## src/rtl/nvc_pkg.sv

```systemverilog
package nvc_pkg;
  localparam logic [7:0]  SIG_BYTE   = 8'h5A;
  localparam int unsigned MOD_BASE   = 65521;
  localparam int unsigned HDR_SUM_HI = 15;
  localparam int unsigned REF_OFS    = 16;
  localparam int unsigned GEN_OFS    = 20;
  localparam int unsigned BODY_OFS   = 20;

  // carry-fold of a 16-bit sum into 8 bits; three folds cover any input
  function automatic logic [7:0] fold8(input logic [15:0] s);
    logic [15:0] t;
    t = s;
    for (int k = 0; k < 3; k++) t = {8'h00, t[7:0]} + {8'h00, t[15:8]};
    return t[7:0];
  endfunction
endpackage

```

## src/rtl/nvc_hdr_sum.sv

```systemverilog
module nvc_hdr_sum
  import nvc_pkg::*;
#(
  parameter int IDX_W = 14
) (
  input  logic             clk,
  input  logic             rst,
  input  logic             take_i,
  input  logic             start_i,
  input  logic [IDX_W-1:0] idx_i,
  input  logic [7:0]       data_i,
  output logic             sig_ok_o,
  output logic             hdr_ok_o
);
  logic [15:0] sum_q;
  logic [7:0]  sig_q, ck_q;
  logic [15:0] sum_base;
  logic        in_hdr;

  assign sum_base = start_i ? 16'h0000 : sum_q;
  assign in_hdr   = (idx_i == IDX_W'(0)) ||
                    ((idx_i >= IDX_W'(2)) && (idx_i <= IDX_W'(HDR_SUM_HI)));

  always_ff @(posedge clk) begin
    if (rst) begin
      sum_q <= '0;
      sig_q <= '0;
      ck_q  <= '0;
    end else if (take_i) begin
      sum_q <= in_hdr ? sum_base + {8'h00, data_i} : sum_base;
      if (idx_i == IDX_W'(0)) sig_q <= data_i;
      if (idx_i == IDX_W'(1)) ck_q  <= data_i;
    end
  end

  assign sig_ok_o = (sig_q == SIG_BYTE);
  assign hdr_ok_o = (fold8(sum_q) == ck_q);


  hdr_bound_chk: assert property (@(posedge clk) disable iff (rst)
    sum_q < 16'h1000);
endmodule

```

## src/rtl/nvc_mod_sum.sv

```systemverilog
module nvc_mod_sum
  import nvc_pkg::*;
#(
  parameter int unsigned MOD = MOD_BASE
) (
  input  logic        clk,
  input  logic        rst,
  input  logic        take_i,
  input  logic        start_i,
  input  logic        body_i,
  input  logic [7:0]  data_i,
  output logic [15:0] lo_o,
  output logic [15:0] hi_o
);
  localparam logic [16:0] MODV = 17'(MOD);

  logic [15:0] lo_q, hi_q, lo_b, hi_b;
  logic [16:0] lo_add, hi_add;
  logic [15:0] lo_n, hi_n;

  assign lo_b   = start_i ? 16'd1 : lo_q;
  assign hi_b   = start_i ? 16'd0 : hi_q;
  assign lo_add = {1'b0, lo_b} + {9'h000, data_i};
  assign lo_n   = (lo_add >= MODV) ? 16'(lo_add - MODV) : lo_add[15:0];
  assign hi_add = {1'b0, hi_b} + {1'b0, lo_n};
  assign hi_n   = (hi_add >= MODV) ? 16'(hi_add - MODV) : hi_add[15:0];

  always_ff @(posedge clk) begin
    if (rst) begin
      lo_q <= 16'd1;
      hi_q <= 16'd0;
    end else if (take_i) begin
      lo_q <= body_i ? lo_n : lo_b;
      hi_q <= body_i ? hi_n : hi_b;
    end
  end

  assign lo_o = lo_q;
  assign hi_o = hi_q;


  acc_range_chk: assert property (@(posedge clk) disable iff (rst)
    (17'(lo_q) < MODV) && (17'(hi_q) < MODV));

  start_clear_chk: assert property (@(posedge clk) disable iff (rst)
    take_i && start_i && !body_i |=> (lo_q == 16'd1) && (hi_q == 16'd0));

  idle_hold_chk: assert property (@(posedge clk) disable iff (rst)
    !take_i |=> $stable(lo_q) && $stable(hi_q));
endmodule

```

## src/rtl/nvc_word_cap.sv

```systemverilog
module nvc_word_cap #(
  parameter int IDX_W = 14,
  parameter int BASE  = 16
) (
  input  logic             clk,
  input  logic             rst,
  input  logic             take_i,
  input  logic [IDX_W-1:0] idx_i,
  input  logic [7:0]       data_i,
  output logic [31:0]      word_o
);
  logic [31:0] word_q;
  logic        hit;

  assign hit = take_i && (idx_i >= IDX_W'(BASE)) && (idx_i < IDX_W'(BASE + 4));

  // big-endian: lowest offset lands in the top byte
  for (genvar b = 0; b < 4; b++) begin : g_lane
    always_ff @(posedge clk) begin
      if (rst) word_q[8*(3-b) +: 8] <= '0;
      else if (take_i && (idx_i == IDX_W'(BASE + b))) word_q[8*(3-b) +: 8] <= data_i;
    end
  end

  assign word_o = word_q;


  word_hold_chk: assert property (@(posedge clk) disable iff (rst)
    !hit |=> $stable(word_q));
endmodule

```

## src/rtl/nvc_image_check.sv

```systemverilog
module nvc_image_check
  import nvc_pkg::*;
#(
  parameter int IMG_BYTES = 8192
) (
  input  logic        clk,
  input  logic        rst,
  input  logic        in_valid,
  input  logic        in_start,
  input  logic        in_last,
  input  logic [7:0]  in_data,
  output logic        done_o,
  output logic        ok_o,
  output logic        bad_sig_o,
  output logic        bad_hdr_o,
  output logic        bad_sum_o,
  output logic [31:0] gen_o
);
  localparam int IDX_W = $clog2(IMG_BYTES) + 1;
  localparam logic [IDX_W-1:0] IDX_MAX = '1;

  logic [IDX_W-1:0] idx_q, cur_idx;
  logic             take, start, body, eval_q;
  logic             sig_ok, hdr_ok, sum_ok;
  logic [15:0]      lo, hi;
  logic [31:0]      ref_word, gen_word;
  logic             done_q, ok_q, bsig_q, bhdr_q, bsum_q;
  logic [31:0]      gen_q;

  assign take    = in_valid;
  assign start   = in_valid && in_start;
  assign cur_idx = start ? '0 : idx_q;
  assign body    = (cur_idx >= IDX_W'(BODY_OFS));

  always_ff @(posedge clk) begin
    if (rst) begin
      idx_q  <= '0;
      eval_q <= 1'b0;
    end else begin
      if (take) idx_q <= (cur_idx == IDX_MAX) ? cur_idx : cur_idx + 1'b1;
      eval_q <= take && in_last;
    end
  end

  nvc_hdr_sum #(.IDX_W(IDX_W)) hdr_i (
    .clk(clk), .rst(rst), .take_i(take), .start_i(start),
    .idx_i(cur_idx), .data_i(in_data), .sig_ok_o(sig_ok), .hdr_ok_o(hdr_ok));

  nvc_mod_sum #(.MOD(MOD_BASE)) long_i (
    .clk(clk), .rst(rst), .take_i(take), .start_i(start), .body_i(body),
    .data_i(in_data), .lo_o(lo), .hi_o(hi));

  nvc_word_cap #(.IDX_W(IDX_W), .BASE(REF_OFS)) ref_i (
    .clk(clk), .rst(rst), .take_i(take), .idx_i(cur_idx), .data_i(in_data),
    .word_o(ref_word));

  nvc_word_cap #(.IDX_W(IDX_W), .BASE(GEN_OFS)) gen_i (
    .clk(clk), .rst(rst), .take_i(take), .idx_i(cur_idx), .data_i(in_data),
    .word_o(gen_word));

  assign sum_ok = ({hi, lo} == ref_word);

  always_ff @(posedge clk) begin
    if (rst) begin
      done_q <= 1'b0;
      ok_q   <= 1'b0;
      bsig_q <= 1'b0;
      bhdr_q <= 1'b0;
      bsum_q <= 1'b0;
      gen_q  <= '0;
    end else begin
      done_q <= eval_q;
      if (eval_q) begin
        bsig_q <= !sig_ok;
        bhdr_q <= !hdr_ok;
        bsum_q <= !sum_ok;
        ok_q   <= sig_ok && hdr_ok && sum_ok;
        gen_q  <= (sig_ok && hdr_ok && sum_ok) ? gen_word : 32'h0;
      end
    end
  end

  assign done_o    = done_q;
  assign ok_o      = ok_q;
  assign bad_sig_o = bsig_q;
  assign bad_hdr_o = bhdr_q;
  assign bad_sum_o = bsum_q;
  assign gen_o     = gen_q;


  done_follow_chk: assert property (@(posedge clk) disable iff (rst)
    eval_q |=> done_q);

  done_src_chk: assert property (@(posedge clk) disable iff (rst)
    done_q |-> $past(eval_q));

  gen_zero_chk: assert property (@(posedge clk) disable iff (rst)
    done_q && !ok_q |-> gen_q == 32'h0);

  ok_excl_chk: assert property (@(posedge clk) disable iff (rst)
    done_q && ok_q |-> !(bsig_q || bhdr_q || bsum_q));
endmodule

```

## config.mk

```make
export PLATFORM = sky130hd
export DESIGN_NAME = nvc_image_check
export DESIGN_NICKNAME = d
export VERILOG_FILES = /design/src/rtl/nvc_pkg.sv /design/src/rtl/nvc_hdr_sum.sv /design/src/rtl/nvc_mod_sum.sv /design/src/rtl/nvc_word_cap.sv /design/src/rtl/nvc_image_check.sv
export SDC_FILE = /design/constraint.sdc
export NUM_CORES = 1
export LEC_CHECK = 0
export BUFFER_PORTS_ARGS = -buffer_cell sky130_fd_sc_hd__clkbuf_2
export CORE_MARGIN = 8
export CORE_UTILIZATION = 55
export DETAILED_ROUTE_END_ITERATION = 12
export PLACE_DENSITY = 0.73
export RECOVER_POWER = 25
export REMOVE_ABC_BUFFERS = 1
export SLEW_MARGIN = 30
export SYNTH_ARGS = -nofsm -noshare
export SYNTH_HDL_FRONTEND = slang
export SYNTH_SLANG_ARGS = --single-unit
export TNS_END_PERCENT = 10
```

## constraint.sdc

```tcl
create_clock -name clk -period 8.1 [get_ports clk]
set_clock_uncertainty 0.05 [all_clocks]
set_input_delay 0.81 -clock clk [delete_from_list [all_inputs] [get_ports clk]]
set_output_delay 0.81 -clock clk [all_outputs]
set_load 0.01 [all_outputs]
```

== Word-level counts from Yosys, hierarchy flattened ==
Cells that the tools add are included.
W data, S select, Z words.

* Eq/ne operators: 13
* Multiply operators: 0
* Bitwise gates (word level): 0
* Shift-type cells: 0
* Muxes and demuxes: 11
* Divide/modulo/power cells: 0
* Add/sub/neg operators: 9
* Reductions and logical operators: 20
* Order comparisons: 5

{| class="wikitable"
|+ Operators by type and width
! cell !! number
|-
| $mux W16 || 8
|-
| $eq A14 B5 Y1 const B || 8
|-
| $ge A17 B16 Y1 const B || 2
|-
| $eq A32 B32 Y1 || 1
|-
| $mux W32 || 1
|-
| $sub A16 B16 Y16 const B || 2
|-
| $mux W14 || 2
|-
| $add A8 B8 Y9 || 2
|-
| $add A16 B16 Y17 || 1
|-
| $add A16 B8 Y17 || 1
|-
| $add A16 B8 Y16 || 1
|-
| $add A14 B1 Y14 const B || 1
|-
| $eq A14 B1 Y1 const B || 1
|-
| $eq A14 B14 Y1 const B || 1
|-
| $ge A14 B2 Y1 const B || 1
|-
| $ge A14 B5 Y1 const B || 1
|-
| $le A14 B4 Y1 const B || 1
|-
| $logic_not A14 Y1 || 1
|-
| $logic_and A1 B1 Y1 || 13
|-
| $add A8 B8 Y8 || 1
|-
| $eq A8 B7 Y1 const B || 1
|-
| $eq A8 B8 Y1 || 1
|-
| $reduce_and A2 Y1 || 2
|-
| $logic_not A1 Y1 || 3
|-
| $logic_or A1 B1 Y1 || 1
|}

* Bits in registers: 180
* Bits in latches: 0
* Memories: 0
* RAM bits: 0
* Memory bits (read-only): 0

== Longest topological paths before layout ==
Gate-level depths: netlist of run 1.

* Depth in word-level cells: 9
* Gate-level depth with buffers: 30

== Modules after synthesis ==
From an unflattened synthesis of run 1, not the netlist that was laid out.

* Cell total of the unflattened synthesis: 1282
* Area total of the unflattened synthesis: 11491.0 µm²

{| class="wikitable"
|+ By module, submodules not included
! module !! cells an instance !! seq. area each (µm²) !! area each (µm²) !! instances
|-
| nvc_mod_sum || 513 || 640.6 || 3818.7 || 1
|-
| nvc_image_check || 249 || 1041.0 || 2494.9 || 1
|-
| nvc_hdr_sum || 280 || 640.6 || 2386.0 || 1
|-
| nvc_word_cap (ref_i) || 120 || 640.6 || 1401.3 || 1
|-
| nvc_word_cap (gen_i) || 120 || 640.6 || 1390.1 || 1
|}

== Worst setup path before layout of run 1 ==
Ideal clock, no wire load.

* Path kind: input port to flip-flop
* Start point: input port in_start
* End point: register long_i.hi_q[7] (netlist: long_i.hi_o[7])
* Slack: 587 ps
* Data required time: 7933 ps
* Data arrival time: 7345 ps
* Buffers on the path: 5
* Setup time: 117 ps
* Stages on the path: 28
* Cells stage by stage: nand2_1 > buf_2 > clkbuf_1 > clkbuf_1 > clkbuf_1 > nand2_1 > ha_1 > fa_1 > a21o_1 > a221oi_1 > xnor2_1 > nand4_1 > or2_4 > nor4_4 > a31oi_1 > buf_2 > or3_1 > and2_1 > ha_1 > a211oi_4 > o21ai_2 > o211a_1 > or4_4 > nor4_4 > nand4_4 > nand2_2 > nand4_1 > a32o_1

* Word-level cells in the longest chain between the ends: 9
* Elaborated cells between the ends (all ways): 14
* Those cells by class: 4 x add/sub; 3 x order compare; 6 x mux; 1 x reduce/logical

{| class="wikitable"
|+ RTL lines
! what !! RTL line !! RTL
|-
| start: declaration || nvc_image_check.sv:9 || <nowiki>input logic in_start,</nowiki>
|-
| $logic_and A1 B1 Y1 * || nvc_image_check.sv:31 || <nowiki>assign start = in_valid && in_start;</nowiki>
|-
| $mux W16 || nvc_mod_sum.sv:21 || <nowiki>assign lo_b = start_i ? 16'd1 : lo_q;</nowiki>
|-
| $add A16 B8 Y17 || nvc_mod_sum.sv:23 || <nowiki>assign lo_add = {1'b0, lo_b} + {9'h000, data_i};</nowiki>
|-
| $sub A16 B16 Y16 / $ge A17 B16 Y1 (equally long branches) || nvc_mod_sum.sv:24 || <nowiki>assign lo_n = (lo_add >= MODV) ? 16'(lo_add - MODV) : lo_add[15:0];</nowiki>
|-
| $mux W16 || nvc_mod_sum.sv:24 ||
|-
| $add A16 B16 Y17 || nvc_mod_sum.sv:25 || <nowiki>assign hi_add = {1'b0, hi_b} + {1'b0, lo_n};</nowiki>
|-
| $sub A16 B16 Y16 / $ge A17 B16 Y1 (equally long branches) || nvc_mod_sum.sv:26 || <nowiki>assign hi_n = (hi_add >= MODV) ? 16'(hi_add - MODV) : hi_add[15:0];</nowiki>
|-
| $mux W16 || nvc_mod_sum.sv:26 ||
|-
| $mux W16 * || nvc_mod_sum.sv:34 || <nowiki>hi_q <= body_i ? hi_n : hi_b;</nowiki>
|-
| end signal: assignment || nvc_mod_sum.sv:34 ||
|-
| end: declaration || nvc_mod_sum.sv:17 || <nowiki>logic [15:0] lo_q, hi_q, lo_b, hi_b;</nowiki>
|}

Mark *: on every way between the ends. The rest lies on a longest branch, timed or not.
A chain may end at the register's enable or synchronous reset.

== Final worst setup path of run 1 ==
* Start point: input port in_valid
* End point: register long_i.hi_q[7] (netlist: long_i.hi_o[7])

* Word-level cells in the longest chain between the ends: 9
* Elaborated cells between the ends (all ways): 14
* Those cells by class: 4 x add/sub; 3 x order compare; 6 x mux; 1 x reduce/logical

{| class="wikitable"
|+ RTL lines
! what !! RTL line !! RTL
|-
| start: declaration || nvc_image_check.sv:8 || <nowiki>input logic in_valid,</nowiki>
|-
| $logic_and A1 B1 Y1 || nvc_image_check.sv:31 ||
|-
| $mux W16 || nvc_mod_sum.sv:21 ||
|-
| $add A16 B8 Y17 || nvc_mod_sum.sv:23 ||
|-
| $sub A16 B16 Y16 / $ge A17 B16 Y1 (equally long branches) || nvc_mod_sum.sv:24 ||
|-
| $mux W16 || nvc_mod_sum.sv:24 ||
|-
| $add A16 B16 Y17 || nvc_mod_sum.sv:25 ||
|-
| $sub A16 B16 Y16 / $ge A17 B16 Y1 (equally long branches) || nvc_mod_sum.sv:26 ||
|-
| $mux W16 || nvc_mod_sum.sv:26 ||
|-
| $mux W16 || nvc_mod_sum.sv:34 ||
|}

Several ways; a longest one is shown, not always the timed one.

==> flow_summary.yaml, run 1 <==
timing:
  tightest_slew_ns: 2.75
  fin_hold_ws_ns: 0.402
  min_period_over_period: 0.888
  hold_viol: 0
  setup_viol: 0
  drv_slew: 112
  setup_tns_ns: 0
  min_period_ns: 7.19
  max_freq_ghz: 0.139
  grt_setup_unrepaired: "no"
  maxSlewHeadroom: -0.832
setup_path:
  arrival_ns: 7.46
  crit_fanout: 16
  slowest_delay_ns: 0.54
  rr_worst_depth: 24
  r2r_start: "long_i.lo_o[0]"
  r2r-end: "long_i.hi_o[7]"
  endpoint_kind: "register"
  path_class: "in2reg"
  reg2reg_slack_ns: 1.53
  cp.required_ns: 8.37
  slowest_stage: "or4_4"
  start_kind: "primary input"
  cp_num_buf_inv: 3
  cp.depth: 25
  path_delay_family: "simple AND/OR/NAND/NOR gates"
global_route:
  gr-total-overflow: 0
  grt_max_degree: 64
  grt_pass1_wl_mm: 43.6
  grt_pass1_vias: 8386
  antenna_found_initial: 0
  grt_usage: 0.223
clocking:
  cts_tree: "built"
  clock_sinks: 180
  cts_root_buf: "clkbuf_16"
  cts_resized: 0
  cts-buffers-inserted: 17
  hold_buffers: 0
  cts_max_level: 4
  clk_pin_slew_worst_paths_ns: 0.07
  cts_buffer_depth: 2
  post-cts-setup-buffers: 0
  insertion_delay_ns: 0.43
final_layout:
  drive_gt1_frac: 0.0680
  layout_commonest_cell: "nand2_1"
  n_antenna_cell: 0
  syn_to_final_growth_pct: 9.53
  nFillCells: 1677
  layout_common_cells: "nand2_1 (214), dfxtp_1 (180), a21oi_1 (106), nor2_1 (93), xnor2_1 (79)"
  fin_nets: 1365
die:
  initial_core_util: 0.560
  fp.coreArea_sq_um: 18600
  placementRows: 50
  die_x_um: 154
  num_io_pins: 50
  die_area_sq_um: 23600
  die_h_um: 154
synth:
  ys_types: 79
  avgSynthCellArea_sq_um: 8.20
  ys.flop_type: "dfxtp_1"
  yosysWarningCount: 0
  synth_enable_flop_cells: 0
  syn_inst: 1273
  synth_top_family_by_area: "simple AND/OR/NAND/NOR gates"
  async_flop_share: 0
  synth_fa_ha_area_frac: 0.0700
  synth-compound-area-share: 0.200
  synth_area_sq_um: 10400
  synth-simple-area-share: 0.237
  synthXorXnorAreaFrac: 0.0916
  ys_seq_area_frac: 0.345
  muxShareOfSynthArea: 0.0195
  synth-seq-cells: 180
placed_design:
  numPortBuffers: 49
  dp_hpwl_mm: 19.8
  gp_congestion: 0.910
drt:
  wirelength_mm: 26.9
  drt_iter0_drc: 767
  routedWlPerCell_um: 17.4
  viasPerCell: 5.91
  drtPass1Iterations: 5
  via_count: 9125
  drc: 0
  drtAntennaViolNets: 0
worst_hold_path:
  min_to: "gen_i.word_o[25]"
  hold_path_class: "reg2reg"
  hold_start: "gen_i.word_o[25]"
  hold_path_depth: 2
outcome:
  status: "finished with violations"
  violations: "capacitance limit, slew limit"
run:
  drv_cap: 2
pwr:
  peakVddDrop_v: 0.000124
  leakage_nw: 4.40
  power_density_nw_per_um2: 167
==> worst register-to-register path: cells and delay by family, from the launching register on <==
kind | cells | cell delay (ns)
compound gates | 7 | 1.65
flops | 1 | 0.34
fa+ha+maj | 3 | 0.99
buf+inv | 2 | 0.28
xor+xnor | 1 | 0.20
simple gates | 11 | 2.93
==> routing by layer <==
metal | wire, um | GRT usage
met2 | 11900 | 0.344
met1 | 12700 | 0.310
met5 | 0 | 0
met3 | 1720 | 0.0387
met4 | 580 | 0.0714
==> cells by family after synthesis <==
family	count (synthesis)
AOI/OAI and AO/OA	303
xor gates and xnor gates	105
adders and majority gates	56
buffers and inverters	98
DFF	180
muxes	20
and+or+nand+nor	511
==> state kept, by name (all words and copies together), names as in the netlist, 8 cells and up <==
| name | cells |
|---|---|
| ref_i.word_o | 32 |
| long_i.hi_o | 16 |
| long_i.lo_o | 16 |
| gen_i.word_o | 32 |
| hdr_i.ck_q | 8 |
| hdr_i.sum_q | 16 |
| gen_o | 32 |
| hdr_i.sig_q | 8 |
| idx_q | 14 |
==> final cells by class <==
class / instances / area, sq um / area share
clock inverters: 15 / 186 / 0.0163
inverters: 34 / 128 / 0.0112
multi-input cells: 995 / 6460 / 0.565
flip-flops and latches: 180 / 3600 / 0.315
clock buffers: 17 / 425 / 0.0372
well taps: 234 / 293 / 0.0256
repair buffers: 68 / 337 / 0.0295
==> synthesized netlist by cell type (17+ instances only) <==
cell,n,share of area
ha_1,52,0.062
nand2_1,214,0.077
inv_1,34,0.012
nor3_1,25,0.012
xnor2_1,79,0.066
and2_1,45,0.027
mux2i_1,17,0.016
nand3_1,22,0.011
dfxtp_1,180,0.35
nand4_1,26,0.016
a22o_1,40,0.034
xor2_1,23,0.019
nor2_1,94,0.034
a21oi_1,106,0.051
o21ai_0,29,0.014
clkbuf_1,56,0.020
==> worst max-delay path by stage <==
| stage | startpoint | endpoint |
|---|---|---|
| finish | in_valid | long_i.hi_o[7] |
| detailed placement | in_valid | long_i.hi_o[7] |
| global route | in_valid | long_i.hi_o[7] |
| CTS | in_valid | long_i.hi_o[7] |
| floorplan | in_start | long_i.hi_o[7] |
| global placement | in_valid | long_i.hi_o[7] |
==> per-stage QoR <==
stage	power (mW)	setup WS, ns	instances	cell area, sq um	utilization
3_5_place_dp	1.10	0.529	1511	10900	0.583
3_3_place_gp	1.10	0.639	1511	10900	0.583
2_1_floorplan	1.04	0.580	1209	10200	-
6_report	1.91	0.907	1543	11400	0.613
4_1_cts	1.92	0.969	1543	11500	0.616
5_1_grt	1.98	0.325	1543	11400	0.613
==> where the power goes <==
| part | switching [mW] | internal, mW | total (mW) |
|---|---|---|---|
| logic | 0.115 | 0.0651 | 0.180 |
| registers | 0.00899 | 0.895 | 0.904 |
| clock network | 0.409 | 0.419 | 0.828 |
(Power assumes the default switching activity.)
==> run 2: changes to the inputs <==
Settings changed: CORE_UTILIZATION 55 to 40, PLACE_DENSITY 0.73 to 0.62.
==> flow_summary.yaml, run 2 (same netlist as run 1, synthesis figures left out) <==
final_layout:
  drive_gt1_frac: 0.0694
  layout_commonest_cell: "nand2_1"
  layout_common_cells: "nand2_1 (214), dfxtp_1 (180), a21oi_1 (106), nor2_1 (93), xnor2_1 (79)"
  n_antenna_cell: 0
  fin_nets: 1368
  syn_to_final_growth_pct: 11.2
die:
  initial_core_util: 0.404
  die_x_um: 178
  die_area_sq_um: 31500
  placementRows: 59
  fp.coreArea_sq_um: 25800
  die_h_um: 178
  num_io_pins: 50
timing:
  min_period_over_period: 0.900
  min_period_ns: 7.29
  setup_tns_ns: 0
  grt_setup_unrepaired: "no"
  drv_slew: 152
  maxSlewHeadroom: -1.22
  fin_hold_ws_ns: 0.403
  hold_viol: 0
  tightest_slew_ns: 3.32
  max_freq_ghz: 0.137
  setup_viol: 0
setup_path:
  slowest_stage: "or4_4"
  rr_worst_depth: 24
  endpoint_kind: "register"
  arrival_ns: 7.57
  cp.required_ns: 8.38
  crit_fanout: 14
  start_kind: "primary input"
  r2r_start: "long_i.lo_o[0]"
  slowest_delay_ns: 0.55
  path_class: "in2reg"
  cp-endpoint: "long_i.hi_o[7]"
  reg2reg_slack_ns: 1.40
  crit_path_start: "in_start"
  r2r-end: "long_i.hi_o[7]"
drt:
  drt_iter0_drc: 759
  via_count: 9044
  drtPass1Iterations: 5
  wirelength_mm: 28.1
  routedWlPerCell_um: 17.0
  viasPerCell: 5.49
  drtAntennaViolNets: 0
  drc: 0
worst_hold_path:
  hold_path_depth: 2
  hold_path_class: "reg2reg"
  hold_start: "gen_i.word_o[8]"
pwr:
  leakage_nw: 4.42
  peakVddDrop_v: 0.000152
  power_density_nw_per_um2: 168
clocking:
  cts_tree: "built"
  clk_pin_slew_worst_paths_ns: 0.08
  cts_buffer_depth: 2
  cts_resized: 0
  cts_root_buf: "clkbuf_16"
  insertion_delay_ns: 0.44
  cts_max_level: 4
  clock_sinks: 180
  hold_buffers: 0
  cts-buffers-inserted: 17
  post-cts-setup-buffers: 0
global_route:
  grt_pass1_vias: 8378
  grt_usage: 0.177
  grt_max_degree: 74
  antenna_found_initial: 0
  grt_pass1_wl_mm: 45.1
  gr-total-overflow: 0
outcome:
  violations: "capacitance limit, slew limit"
  status: "finished with violations"
placed_design:
  numPortBuffers: 49
  dp_hpwl_mm: 20.6
  gp_congestion: 0.874
run:
  drv_cap: 3
run 2: changes by cell type in the layout (fill, tap and decap cells not counted), sizes merged:
cell,previous run,this run
buf,18,20
clkinv,10,8
inv,39,41
clkbuf,67,68
run 2: report_power, final:
group	leakage, nW	internal (mW)	total (mW)	switching [mW]
clock	0.305	0.431	0.867	0.437
sequential	1.45	0.895	0.903	0.00874
combinational	2.66	0.0660	0.183	0.117
total	4.42	1.39	1.95	0.562
run 2: worst min-delay path by stage:
stage	to	slack, ns
after CTS	gen_i.word_o[8]	0.41
after global routing	gen_i.word_o[29]	0.42
final	gen_i.word_o[8]	0.40
after detailed placement	gen_i.word_o[27]	0.40
after floorplan	gen_i.word_o[0]	0.38
after global placement	ok_o	0.39
run 2: worst max-delay path, delay by kind of cell:
family	cells	cell delay, ns
and+or+nand+nor	13	3.62
AOI/OAI and AO/OA	6	1.46
buffers and inverters	3	0.72
adders and majority gates	2	0.72
xor gates and xnor gates	1	0.22
run 2: metrics by stage:
| step | worst slack, ns | power, mW | util | std cells | area, sq um |
|---|---|---|---|---|---|
| floorplan | 0.580 | 1.04 | - | 1209 | 10200 |
| global placement | 0.664 | 1.10 | 0.426 | 1615 | 11000 |
| detailed placement | 0.447 | 1.11 | 0.426 | 1615 | 11000 |
| CTS | 0.888 | 1.97 | 0.451 | 1647 | 11700 |
| global route | 0.354 | 2.03 | 0.449 | 1647 | 11600 |
| finish | 0.808 | 1.95 | 0.449 | 1647 | 11600 |
run 2: final cells by class:
type | count | area (sq um)
flip-flops and latches | 180 | 3600
clock buffers | 17 | 425
fillers | 2576 | 14200
clock inverters | 15 | 214
well taps | 335 | 419
multi-input cells | 995 | 6460
inverters | 34 | 128
repair buffers | 71 | 355
run 2: layer usage:
layer  track usage  vias up  share of wire
li1              -     4556              -
met1         0.247     4234           0.49
met2         0.274      216           0.44
met3        0.0270       38          0.047
met4        0.0625        0          0.023
met5             0        -              0
